$ cat config.mk
export PLATFORM = sky130hd
export DESIGN_NAME = dist_ctl_regs
export DESIGN_NICKNAME = d
export VERILOG_FILES = /design/src/rtl/dist_ctl_regs.sv
export SDC_FILE = /design/constraint.sdc
export NUM_CORES = 1
export LEC_CHECK = 0
export ABC_CLOCK_PERIOD_IN_PS = 1000
export BUFFER_PORTS_ARGS = -buffer_cell sky130_fd_sc_hd__buf_4
export CORE_MARGIN = 5
export CORE_UTILIZATION = 30
export CTS_CLUSTER_SIZE = 10
export DETAILED_ROUTE_END_ITERATION = 12
export HOLD_SLACK_MARGIN = 0.03
export PLACE_DENSITY = 0.85
export SLEW_MARGIN = 20
export SYNTH_ARGS = -nofsm -noshare
export SYNTH_HDL_FRONTEND = slang
export SYNTH_SLANG_ARGS = --single-unit
export TNS_END_PERCENT = 1
$ cat constraint.sdc
create_clock -name clk -period 1 [get_ports clk]
set_input_delay 0.2 -clock clk [delete_from_list [all_inputs] [get_ports clk]]
set_output_delay 0.2 -clock clk [all_outputs]
set_load 0.1 [all_outputs]
$ cat src/rtl/dist_ctl_regs.sv
module dist_ctl_regs #(
  parameter int          NUM_CPUS   = 4,
  parameter int          NUM_SHARED = 64,
  parameter logic [7:0]  PRODUCT_ID = 8'h4B,
  parameter logic [11:0] IMPL_CODE  = 12'h43B
) (
  input  logic        clk,
  input  logic        rst_n,
  input  logic        bus_sel,
  input  logic        bus_wr,
  input  logic [1:0]  bus_word,
  input  logic [31:0] bus_wdata,
  output logic        bus_rvalid,
  output logic [31:0] bus_rdata,
  output logic        dist_on,
  output logic        wake_cpus
);

  localparam int          LINES      = (NUM_SHARED + 32) / 32;
  localparam logic [31:0] TYPE_WORD  = {24'd0, 3'(NUM_CPUS - 1), 5'(LINES - 1)};
  localparam logic [31:0] IDENT_WORD = {PRODUCT_ID, 12'd0, IMPL_CODE};

  initial begin
    assert (NUM_CPUS >= 1 && NUM_CPUS <= 8) else $error("NUM_CPUS out of range");
    assert (NUM_SHARED % 32 == 0 && LINES <= 32) else $error("NUM_SHARED invalid");
  end

  logic rd_req, ctl_wr;
  logic [31:0] rd_mux;
  logic unused_wdata;

  assign rd_req       = bus_sel && !bus_wr;
  assign ctl_wr       = bus_sel && bus_wr && (bus_word == 2'd0);
  assign unused_wdata = ^bus_wdata[31:1];

  always_comb begin
    case (bus_word)
      2'd0:    rd_mux = {31'd0, dist_on};
      2'd1:    rd_mux = TYPE_WORD;
      2'd2:    rd_mux = IDENT_WORD;
      default: rd_mux = 32'd0;
    endcase
  end

  always_ff @(posedge clk or negedge rst_n) begin
    if (!rst_n) begin
      dist_on   <= 1'b0;
      wake_cpus <= 1'b0;
    end else begin
      wake_cpus <= ctl_wr && bus_wdata[0] && !dist_on;
      if (ctl_wr) dist_on <= bus_wdata[0];
    end
  end

  always_ff @(posedge clk or negedge rst_n) begin
    if (!rst_n) begin
      bus_rvalid <= 1'b0;
      bus_rdata  <= 32'd0;
    end else begin
      bus_rvalid <= rd_req;
      if (rd_req) bus_rdata <= rd_mux;
    end
  end

  assert_wake_on_rise_R5: assert property (@(posedge clk) disable iff (!rst_n)
    wake_cpus |-> (dist_on && !$past(dist_on)));

  assert_rise_wakes_R5: assert property (@(posedge clk) disable iff (!rst_n)
    $rose(dist_on) |-> wake_cpus);

  assert_ro_keep_R9: assert property (@(posedge clk) disable iff (!rst_n)
    (bus_sel && bus_wr && bus_word != 2'd0) |=> ($stable(dist_on) && !wake_cpus));

  assert_rvalid_R1: assert property (@(posedge clk) disable iff (!rst_n)
    rd_req |=> bus_rvalid);

  assert_no_rvalid_R1: assert property (@(posedge clk) disable iff (!rst_n)
    !rd_req |=> !bus_rvalid);

  assert_hole_zero_R2: assert property (@(posedge clk) disable iff (!rst_n)
    (rd_req && bus_word == 2'd3) |=> (bus_rdata == 32'd0));

endmodule

==> results of run 1 <==
cells by family (layout without fill, tap and decap cells):
logic type / after synthesis / in the layout / synth area share (%)
fa+ha+maj: 3 / 3 / 6.87
other cells: 1 / 21 / 0.686
buf+inv: 31 / 30 / 41.9
mux: 4 / 4 / 10.3
simple gates: 6 / 6 / 7.09
compound gates: 1 / 1 / 1.14
flops: 7 / 7 / 32.0
power groups by stage:
| stage | clock [mW] | sequential (mW) | combinational, mW |
|---|---|---|---|
| 3_5_place_dp | 0 | 0.371 | 1.12 |
| 5_1_grt | 0.284 | 0.398 | 1.25 |
| 2_1_floorplan | 0 | 0.633 | 0.837 |
| 3_3_place_gp | 0 | 0.368 | 1.11 |
| 4_1_cts | 0.263 | 0.385 | 1.19 |
| 6_report | 0.254 | 0.390 | 1.22 |
final timing paths:
path	from	endpoint	slack, ns	cells after the start
worst max-delay path	bus_rdata[27]$_DFFE_PN0P_	bus_rdata[4]	-0.19	1
worst min-delay path	bus_wr	bus_rvalid$_DFF_PN0_	0.15	2
worst max register to register	bus_rdata[27]$_DFFE_PN0P_	bus_rdata[27]$_DFFE_PN0P_	0.07	1
worst min register to register	dist_on$_DFFE_PN0P_	wake_cpus$_DFF_PN0_	0.51	1
max in group asynchronous	rst_n	bus_rdata[27]$_DFFE_PN0P_	0.56	2
min in group asynchronous	rst_n	bus_rdata[5]$_DFFE_PN0P_	0.30	2
stage by stage:
| step | area, um2 | util (%) |
|---|---|---|
| global placement | 616 | 35.7 |
| detailed placement | 616 | 35.7 |
| finish | 746 | 43.2 |
| CTS | 721 | 41.7 |
| floorplan | 659 | - |
| global route | 746 | 43.2 |
state kept, by name (all words and copies together) (netlist names):
register and count:
bus_rdata 4, bus_rvalid 1, wake_cpus 1, dist_on 1
final cells by class:
cell class / count / area, um2
fill: 164 / 981
clock buffer: 4 / 26.3
sequential: 7 / 186
timing repair buffer: 24 / 277
multi-input combinational: 35 / 218
inverter: 2 / 7.51
tap: 25 / 31.3
layout by cell type, fill, tap and decap left out:
master	Yosys	routed
dlygate4sd3_1	0	1
mux2_4	3	3
dfrtp_4	0	2
buf_6	1	7
mux2_2	1	1
clkbuf_4	0	3
ha_1	3	3
buf_8	0	4
a31oi_1	1	1
inv_1	2	2
conb_1	1	21
dfrtp_2	0	3
buf_12	0	3
nor2b_4	1	1
dfrtp_1	7	2
nand3_1	2	2
nand2_1	1	1
nor2_1	1	1
clkbuf_1	0	1
buf_4	28	9
nor3b_1	1	1
what timing repair did:
action / in CTS / in global routing
pin swaps: 0 / 0
gates resized for setup: 18 / 6
hold buffers: 1 / 0
hold endpoints to repair: 7 / 0
cloned: 0 / 0
endpoints found under the setup margin: 14 / 14
layer usage:
| layer | wire length (um) | global-route usage, % | share of wire, % |
|---|---|---|---|
| met1 | 330 | 7.69 | 35 |
| met2 | 440 | 10.7 | 47 |
| met3 | 171 | 7.12 | 18 |
| met4 | 0 | 2.55 | 0 |
| met5 | 0 | 0 | 0 |
==> metrics.txt, run 1 <==
CP Launch Type register; count leader, synth buf_4; kind of path behind the tightest hold check input port to register; number of setup buffers added after CTS 0; Clock Root Buffer clkbuf_4; # DRC 0; first-iteration detailed-routing DRC count 3; insertion delay of the later-clocked pin in the worst-skew pair 0.25 ns; TritonCTS clock tree done; detail-routed net length per standard cell 9.71 um; sequential area share after synthesis 32.0%; commonest cells in the synthesized netlist 28 x buf_4, 7 x dfrtp_1, 3 x ha_1, 3 x mux2_4; Worst path top cell family by delay flip-flops; Net Switching 1.12 mW; kind of end point of the critical path output port; number of failing setup endpoints in the final timing report 14; main flop type after synthesis dfrtp_1; Final Power 1.86 mW; clock sink count 7; VDD IR-drop max between 0.9 and 1 mV; Worst Path Buf+Inv 1; buffer depth of the longest clock path 2; post-placement cell count 92; worst path required time 0.80 ns; CP max-delay cell dfrtp_4; Ant. Diodes 0; number of top-level pins 73; final number of max-transition violations 0; ratio of cells with drive above 1 in the final layout approximately half; vias per inst 3.31; total number of placement rows 15; Largest stage delay, worst path between 0.5 and 0.6 ns; fraction of post-synthesis cell area in the top cell type by area 38.4%; HPWL Detailed ~820 um; chip width 52.7 um; hold violation total from the final report 0; Fmax 842 MHz; list of cells traversed by the critical path buf_6; clock share of power a little over an eighth; register bit count reported by yosys 7; failing checks negative setup slack; Async S/R FF share, synth 100%; clock transition at the registers of the reported paths ~0.050 ns; result of the run finished, violations left; cell accounting for the most synthesized area buf_4; power density over the cells 2500 nW/um2; initial core utilization 31.7%; maximum level of the CTS H-tree 1; routed wire length 942 um; critical path type register to output port; port buffer count 20; pin count of the biggest net entering global routing 9; Worst Clk Skew 0.00136 ns; Logic pwr share 65.5%; number of clock buffers inserted by TritonCTS 3; unrepaired setup endpoints after global routing true; switching share of power between 60% and 70%; library cells used by synthesis 14; number of enable-type register cells in the synthesized netlist 0; initial antenna violation count 0; number of cells in the finished layout apart from fillers 97; internal power approximately 740 uW; setup tns final -1.75 ns; static leakage power 0.387 nW; number of nets with antenna violations after routing 0; number of warnings issued by yosys 0; mean instance size in the synthesized netlist 10.3 um2; final worst setup slack -0.188 ns; Final Cycle Share 119%; floorplan die height 52.7 um; top cells by area in the synthesized netlist buf_4 38%, dfrtp_1 32%, mux2_4 8.2%; maximum capacitance violations 0; min cycle time layout 1.19 ns; Pre-antenna DRT Iters 3; total number of vias 321; maximum fanout along the worst path 8; number of global-route vias before repair 294; first-pass GRT wire length 1.40 mm; hold slack final 0.151 ns; global route overflow 0; overall routing resource usage 7.54%; data arrival time of the critical path 0.99 ns; Sequential Power Share about a fifth; standard cell core area approximately 1700 um2; area overhead of the layout relative to synthesis 36.4%; post-place setup slack -0.102 ns; cell area after synthesis 547 um2; number of standard cells after synthesis between 50 and 60; final weighted congestion in routability-driven placement 0.778; number of nets in the layout 114; die area 2780 um2
Power figures use the tool's default switching activity.
==> run 2: changes to the inputs <==
--- a/config.mk
+++ b/config.mk
@@ -5,6 +5,7 @@
 export SDC_FILE = /design/constraint.sdc
 export NUM_CORES = 1
 export LEC_CHECK = 0
+export ABC_AREA = 1
 export ABC_CLOCK_PERIOD_IN_PS = 1000
 export BUFFER_PORTS_ARGS = -buffer_cell sky130_fd_sc_hd__buf_4
 export CORE_MARGIN = 5
@@ -12,8 +13,7 @@
 export CTS_CLUSTER_SIZE = 10
 export DETAILED_ROUTE_END_ITERATION = 12
 export HOLD_SLACK_MARGIN = 0.03
-export PLACE_DENSITY = 0.85
-export SLEW_MARGIN = 20
+export PLACE_DENSITY = 0.86
 export SYNTH_ARGS = -nofsm -noshare
 export SYNTH_HDL_FRONTEND = slang
 export SYNTH_SLANG_ARGS = --single-unit
==> run 2 against run 1 <==
The run still ends with negative setup slack left. Register-to-register slack improved by 0.15 ns. Worst hold slack improved by 0.0026 ns. Maximum frequency decreased by 0.41%. Wire length decreased by 0.11%. Clock power about the same. Synthesized area decreased by 2.5%. Clock-buffer cell count unchanged. Critical endpoint is now bus_rdata[3].
==> metrics.txt, run 2 <==
Worst Path Buf+Inv 1; number of clock buffers inserted by TritonCTS 3; buffer depth of the longest clock path 2; Largest stage delay, worst path 0.53 ns; initial core utilization 31.2%; floorplan die height 52.2 um; data arrival time of the critical path approximately 0.99 ns; commonest cells in the synthesized netlist 28 x buf_4, 16 x nand2_1, 7 x dfrtp_1; count leader, synth buf_4; HPWL Detailed 805 um; critical path type register to output port; total number of vias 375; first-pass GRT wire length ~1.5 mm; port buffer count 20; chip width 52.2 um; sequential area share after synthesis 32.9%; hold slack final between 0.15 and 0.2 ns; Pre-antenna DRT Iters 4; share of the core filled with cells 41.2%; number of setup buffers added after CTS 0; # DRC 0; kind of path behind the tightest hold check input port to register; number of nets in the layout 123; routed wire length 941 um; cell area after synthesis 533 um2; list of cells traversed by the critical path buf_6; final number of max-transition violations 0; Final Power ~1.7 mW; clock transition at the registers of the reported paths 0.05 ns; hold violation total from the final report 0; first-iteration detailed-routing DRC count 5; number of nets with antenna violations after routing 0; Ant. Diodes 0; CP Launch Type register; number of standard cells after synthesis 64; worst path required time 0.80 ns; initial antenna violation count 0; number of fillers in the final layout 170; standard cell core area 1710 um2; Worst path top cell family by delay flip-flops; power density over the cells 2380 nW/um2; Clock Root Buffer clkbuf_4; min cycle time layout 1.19 ns; vias per inst around 3.5; cell accounting for the most synthesized area buf_4; kind of end point of the critical path output port; fraction of post-synthesis cell area in the top cell type by area about two fifths; number of top-level pins 73; CP max-delay cell dfrtp_4; total number of placement rows 15; library cells used by synthesis 11; clock sink count 7; number of warnings issued by yosys 0; most common cell after layout, fill and taps aside conb_1; total placed instance area a little under 600 um2; final worst setup slack -0.193 ns; Final Cycle Share 119%; result of the run finished, violations left; insertion delay of the later-clocked pin in the worst-skew pair 0.25 ns; maximum level of the CTS H-tree 1; area overhead of the layout relative to synthesis 32.2%; main flop type after synthesis dfrtp_1; register containing the most flip-flops in the final layout bus_rdata; maximum capacitance violations 0; TritonCTS clock tree done; ratio of cells with drive above 1 in the final layout between 30% and 40%; Worst Clk Skew 0.00635 ns; register bit count reported by yosys 7; top library cells by usage in the layout, fill and taps aside 21 x conb_1, 16 x nand2_1, 10 x buf_6; mean instance size in the synthesized netlist 8.33 um2; VDD IR-drop max 0.831 mV; final design instance area without fill between 700 and 800 um2; die area 2720 um2; global route overflow 0; setup tns final -1.76 ns; final weighted congestion in routability-driven placement 0.744; number of failing setup endpoints in the final timing report 14; top cells by area in the synthesized netlist buf_4 39%, dfrtp_1 33%, nand2_1 11%; unrepaired setup endpoints after global routing true; number of global-route vias before repair 364; maximum fanout along the worst path 8; number of flip-flops in the largest register 4; Async S/R FF share, synth 100%; detail-routed net length per standard cell 8.88 um; static leakage power around 0.39 nW; failing checks negative setup slack; number of enable-type register cells in the synthesized netlist 0; overall routing resource usage 7.50%; pin count of the biggest net entering global routing 9; Fmax around 840 MHz
==> run 2: cell count changes after synthesis <==
cell     before  now
nand2_1       1   16
mux2_4        3    0
inv_2         0    2
a31oi_1       1    0
buf_6         1    0
mux2_2        1    0
nand4_1       0    1
nor2_4        0    1
nor2b_4       1    0
nor3b_1       1    0
==> run 2: worst paths after layout <==
kind | slack, ns | from | cells past startpoint | to
max in group asynchronous | 0.56 | rst_n | 2 | dist_on$_DFFE_PN0P_
setup / recovery | -0.19 | bus_rdata[27]$_DFFE_PN0P_ | 1 | bus_rdata[3]
hold reg to reg | 0.50 | bus_rdata[6]$_DFFE_PN0P_ | 2 | bus_rdata[6]$_DFFE_PN0P_
min in group asynchronous | 0.30 | rst_n | 2 | bus_rdata[27]$_DFFE_PN0P_
setup reg to reg | 0.22 | dist_on$_DFFE_PN0P_ | 4 | bus_rdata[0]$_DFFE_PN0P_
hold / removal | 0.15 | bus_wr | 2 | bus_rvalid$_DFF_PN0_
==> run 2: metal layers <==
metal | track usage, % | vias to the layer above | routed length [um]
met4 | 7.66 | 0 | 31
met5 | 0 | - | 0
met3 | 1.72 | 4 | 119
met1 | 6.09 | 161 | 298
li1 | - | 178 | -
met2 | 14.0 | 32 | 491
==> run 2: layout make-up <==
cell class / count / area [um2] / share of cell area, %
Clock buffer: 4 / 26.3 / 3.73
Inverter: 4 / 15.0 / 2.13
Multi-Input combinational cell: 45 / 208 / 29.5
Sequential cell: 7 / 186 / 26.5
Tap cell: 25 / 31.3 / 4.44
Timing Repair Buffer: 21 / 238 / 33.7
==> run 2: power by group <==
part	total, mW	internal [mW]	switching, mW
Combinational	1.06	0.184	0.875
Clock	0.253	0.152	0.101
Sequential	0.368	0.324	0.0437
Total	1.68	0.660	1.02
==> run 2: timing repair <==
action | 4_1_cts | 5_1_grt
setup endpoints to repair | 14 | 14
gates resized for setup | 18 | 2
hold buffers | 1 | 0
hold endpoints to repair | 7 | 0
cloned | 0 | 0
==> run 2: cell families (layout without fill, tap and decap cells) <==
family                   after synthesis  after routing  share of synthesized area, %
buffers and inverters                 32             29                          42.3
flip-flops                             7              7                          32.9
adder cells (fa/ha/maj)                3              3                          7.04
other                                  1             21                         0.704
AND/OR/NAND/NOR                       21             21                          17.1
==> run 2: per-stage QoR <==
| stage | instances | setup slack (ns) |
|---|---|---|
| 2_1_floorplan | 84 | -0.129 |
| 3_3_place_gp | 101 | 0.0680 |
| 3_5_place_dp | 101 | 0.0590 |
| 4_1_cts | 106 | -0.204 |
| 5_1_grt | 106 | -0.229 |
| 6_report | 106 | -0.193 |
==> run 3: changes to the inputs <==
--- a/config.mk
+++ b/config.mk
@@ -9,11 +9,12 @@
 export ABC_CLOCK_PERIOD_IN_PS = 1000
 export BUFFER_PORTS_ARGS = -buffer_cell sky130_fd_sc_hd__buf_4
 export CORE_MARGIN = 5
-export CORE_UTILIZATION = 30
+export CORE_UTILIZATION = 31
+export CTS_BUF_LIST = sky130_fd_sc_hd__clkbuf_8
 export CTS_CLUSTER_SIZE = 10
 export DETAILED_ROUTE_END_ITERATION = 12
 export HOLD_SLACK_MARGIN = 0.03
-export PLACE_DENSITY = 0.86
+export PLACE_DENSITY = 0.88
 export SYNTH_ARGS = -nofsm -noshare
 export SYNTH_HDL_FRONTEND = slang
 export SYNTH_SLANG_ARGS = --single-unit
==> constraint.sdc (replaced) <==
create_clock -name clk -period 1 [get_ports clk]
set_input_delay 0.1 -clock clk [delete_from_list [all_inputs] [get_ports clk]]
set_output_delay 0.1 -clock clk [all_outputs]
set_load 0.1 [all_outputs]
==> run 3 against run 2 <==
The run still ends with negative setup slack left. Core utilization fell by 0.87 points. Register-to-register slack hardly changed. Cell area shrank 3.2%. Combinational power about the same. Non-clock buffer count unchanged. Clock power rose by 47%. Critical path depth did not move. Die area fell by 2.6%. First-iteration DRC count unchanged. Final cell count down 7.5%. Clock-buffer cell count decreased by 1. Critical path type unchanged. Highest routed layer unchanged.
==> metrics.txt, run 3 (synthesis results as in run 2) <==
worst path required time around 0.90 ns; clock transition at the registers of the reported paths roughly 0.04 ns; TritonCTS clock tree done; total number of placement rows 15; initial core utilization 31.6%; unrepaired setup endpoints after global routing true; number of clock buffers inserted by TritonCTS 3; routing layer with the top usage in global route met2; HPWL Detailed 787 um; internal power around 750 uW; standard cell core area 1690 um2; # DRC 0; pin count of the biggest net entering global routing 9; register-to-register setup slack 0.23 ns; Worst Path Buf+Inv 1; result of the run finished, violations left; routed wire length approximately 890 um; insertion delay of the later-clocked pin in the worst-skew pair 0.22 ns; final number of max-transition violations 0; min cycle time layout 1.06 ns; path depth of the worst reg2reg path 2; power density over the cells 2590 nW/um2; number of stages on the worst hold path 2; setup tns final -0.408 ns; number of cells in the finished layout apart from fillers 98; number of nets with antenna violations after routing 0; Largest stage delay, worst path around 0.53 ns; total placed instance area 581 um2; initial antenna violation count 0; critical path type register to output port; Worst path top cell family by delay flip-flops; data arrival time of the critical path 0.96 ns; kind of end point of the critical path output port; number of flip-flops in the largest register 4; met2 usage in global routing 11.7%; capture endpoint of the worst hold path bus_rvalid$_DFF_PN0_; post-placement cell count 93; Final Cycle Share 106%; fraction of met1 tracks used by global routing 6.24%; global-route track usage on met3 1.17%; Fmax roughly 950 MHz; final worst setup slack -0.0578 ns; number of fillers in the final layout 166; r2r endpoint bus_rdata[27]$_DFFE_PN0P_; first-iteration detailed-routing DRC count 5; most common cell after layout, fill and taps aside conb_1; list of cells traversed by the critical path buf_6; switching share of power 57.6%; Clock Root Buffer clkbuf_8; number of failing setup endpoints in the final timing report 8; clock sink count 7; final weighted congestion in routability-driven placement around 0.76; register containing the most flip-flops in the final layout bus_rdata; total number of vias ~370; maximum capacitance violations 0; number of setup buffers added after CTS 0; global route overflow 0; Pre-antenna DRT Iters 4; clock share of power 21.0%; CP max-delay cell dfrtp_4; maximum level of the CTS H-tree 1; Net Switching between 1 and 1.5 mW; hold violation total from the final report 0; die area 2650 um2; reg2reg start bus_rdata[27]$_DFFE_PN0P_; vias per inst 3.72; port buffer count 20; number of nets in the layout 123; Worst Clk Skew 0.000447 ns; VDD IR-drop max ~0.6 mV; overall routing resource usage 6.98%; first-pass GRT wire length 1.26 mm; start point of the worst hold path bus_wr; maximum fanout along the worst path 8; area overhead of the layout relative to synthesis 27.9%; number of top-level pins 73; final design instance area without fill between 600 and 700 um2; CP Launch Type register; floorplan die height 51.5 um; ratio of cells with drive above 1 in the final layout 38.3%; static leakage power 0.392 nW; Logic pwr share 58.4%; failing checks negative setup slack; Sequential Power Share 20.6%; number of global-route vias before repair 316; top library cells by usage in the layout, fill and taps aside 21 x conb_1, 16 x nand2_1, 10 x buf_4; buffer depth of the longest clock path 2; detail-routed net length per standard cell 9.05 um; chip width ~51 um; kind of path behind the tightest hold check input port to register; Ant. Diodes 0
==> run 3: timing repair <==
item                                   in CTS  in global routing
hold buffers                                1                  0
endpoints found under the hold margin       7                  0
setup endpoints to repair                   9                 10
resized for setup                           9                  3
==> run 3: per-stage QoR <==
stage	utilization (%)	total power, mW	setup WS [ns]	hold WS, ns
detailed placement	34.4	1.34	0.158	-0.0863
finish	40.4	1.77	-0.0578	0.0781
global route	40.4	1.83	-0.0873	0.0826
CTS	39.6	1.76	-0.0657	0.0777
floorplan	-	1.31	-0.0770	-0.196
global placement	34.4	1.34	0.169	-0.0890
==> run 3: power by group through the flow <==
stage | Clock (mW) | Combinational [mW] | Sequential [mW]
2_1_floorplan | 0 | 0.731 | 0.577
3_3_place_gp | 0 | 0.982 | 0.354
3_5_place_dp | 0 | 0.987 | 0.357
4_1_cts | 0.382 | 1.02 | 0.361
5_1_grt | 0.401 | 1.05 | 0.372
6_report | 0.372 | 1.03 | 0.364
==> run 3: cell type report <==
class                           instances  area, um2  share of cell area, %
Multi-Input combinational cell         45        208                   30.5
Inverter                                4       15.0                   2.20
Tap cell                               17       21.3                   3.12
Clock inverter                          1       3.75                  0.550
Timing Repair Buffer                   21        206                   30.3
Clock buffer                            3       41.3                   6.06
Sequential cell                         7        186                   27.3
==> run 3: worst max-delay path by stage <==
stage                                         start       endpoint  slack [ns]  cells after the start
after floorplan           bus_rdata[27]$_DFFE_PN0P_  bus_rdata[10]       -0.08                      1
after global placement    bus_rdata[27]$_DFFE_PN0P_  bus_rdata[25]        0.17                      1
after detailed placement  bus_rdata[27]$_DFFE_PN0P_   bus_rdata[3]        0.16                      1
after CTS                 bus_rdata[27]$_DFFE_PN0P_   bus_rdata[3]       -0.07                      1
after global routing      bus_rdata[27]$_DFFE_PN0P_   bus_rdata[3]       -0.09                      1
final                     bus_rdata[27]$_DFFE_PN0P_   bus_rdata[3]       -0.06                      1
==> run 3: per-layer routing <==
layer / up-vias / routed length [um]
met3: 4 / 120
met1: 156 / 293
met4: 0 / 29
li1: 177 / -
met5: - / 0
met2: 28 / 444
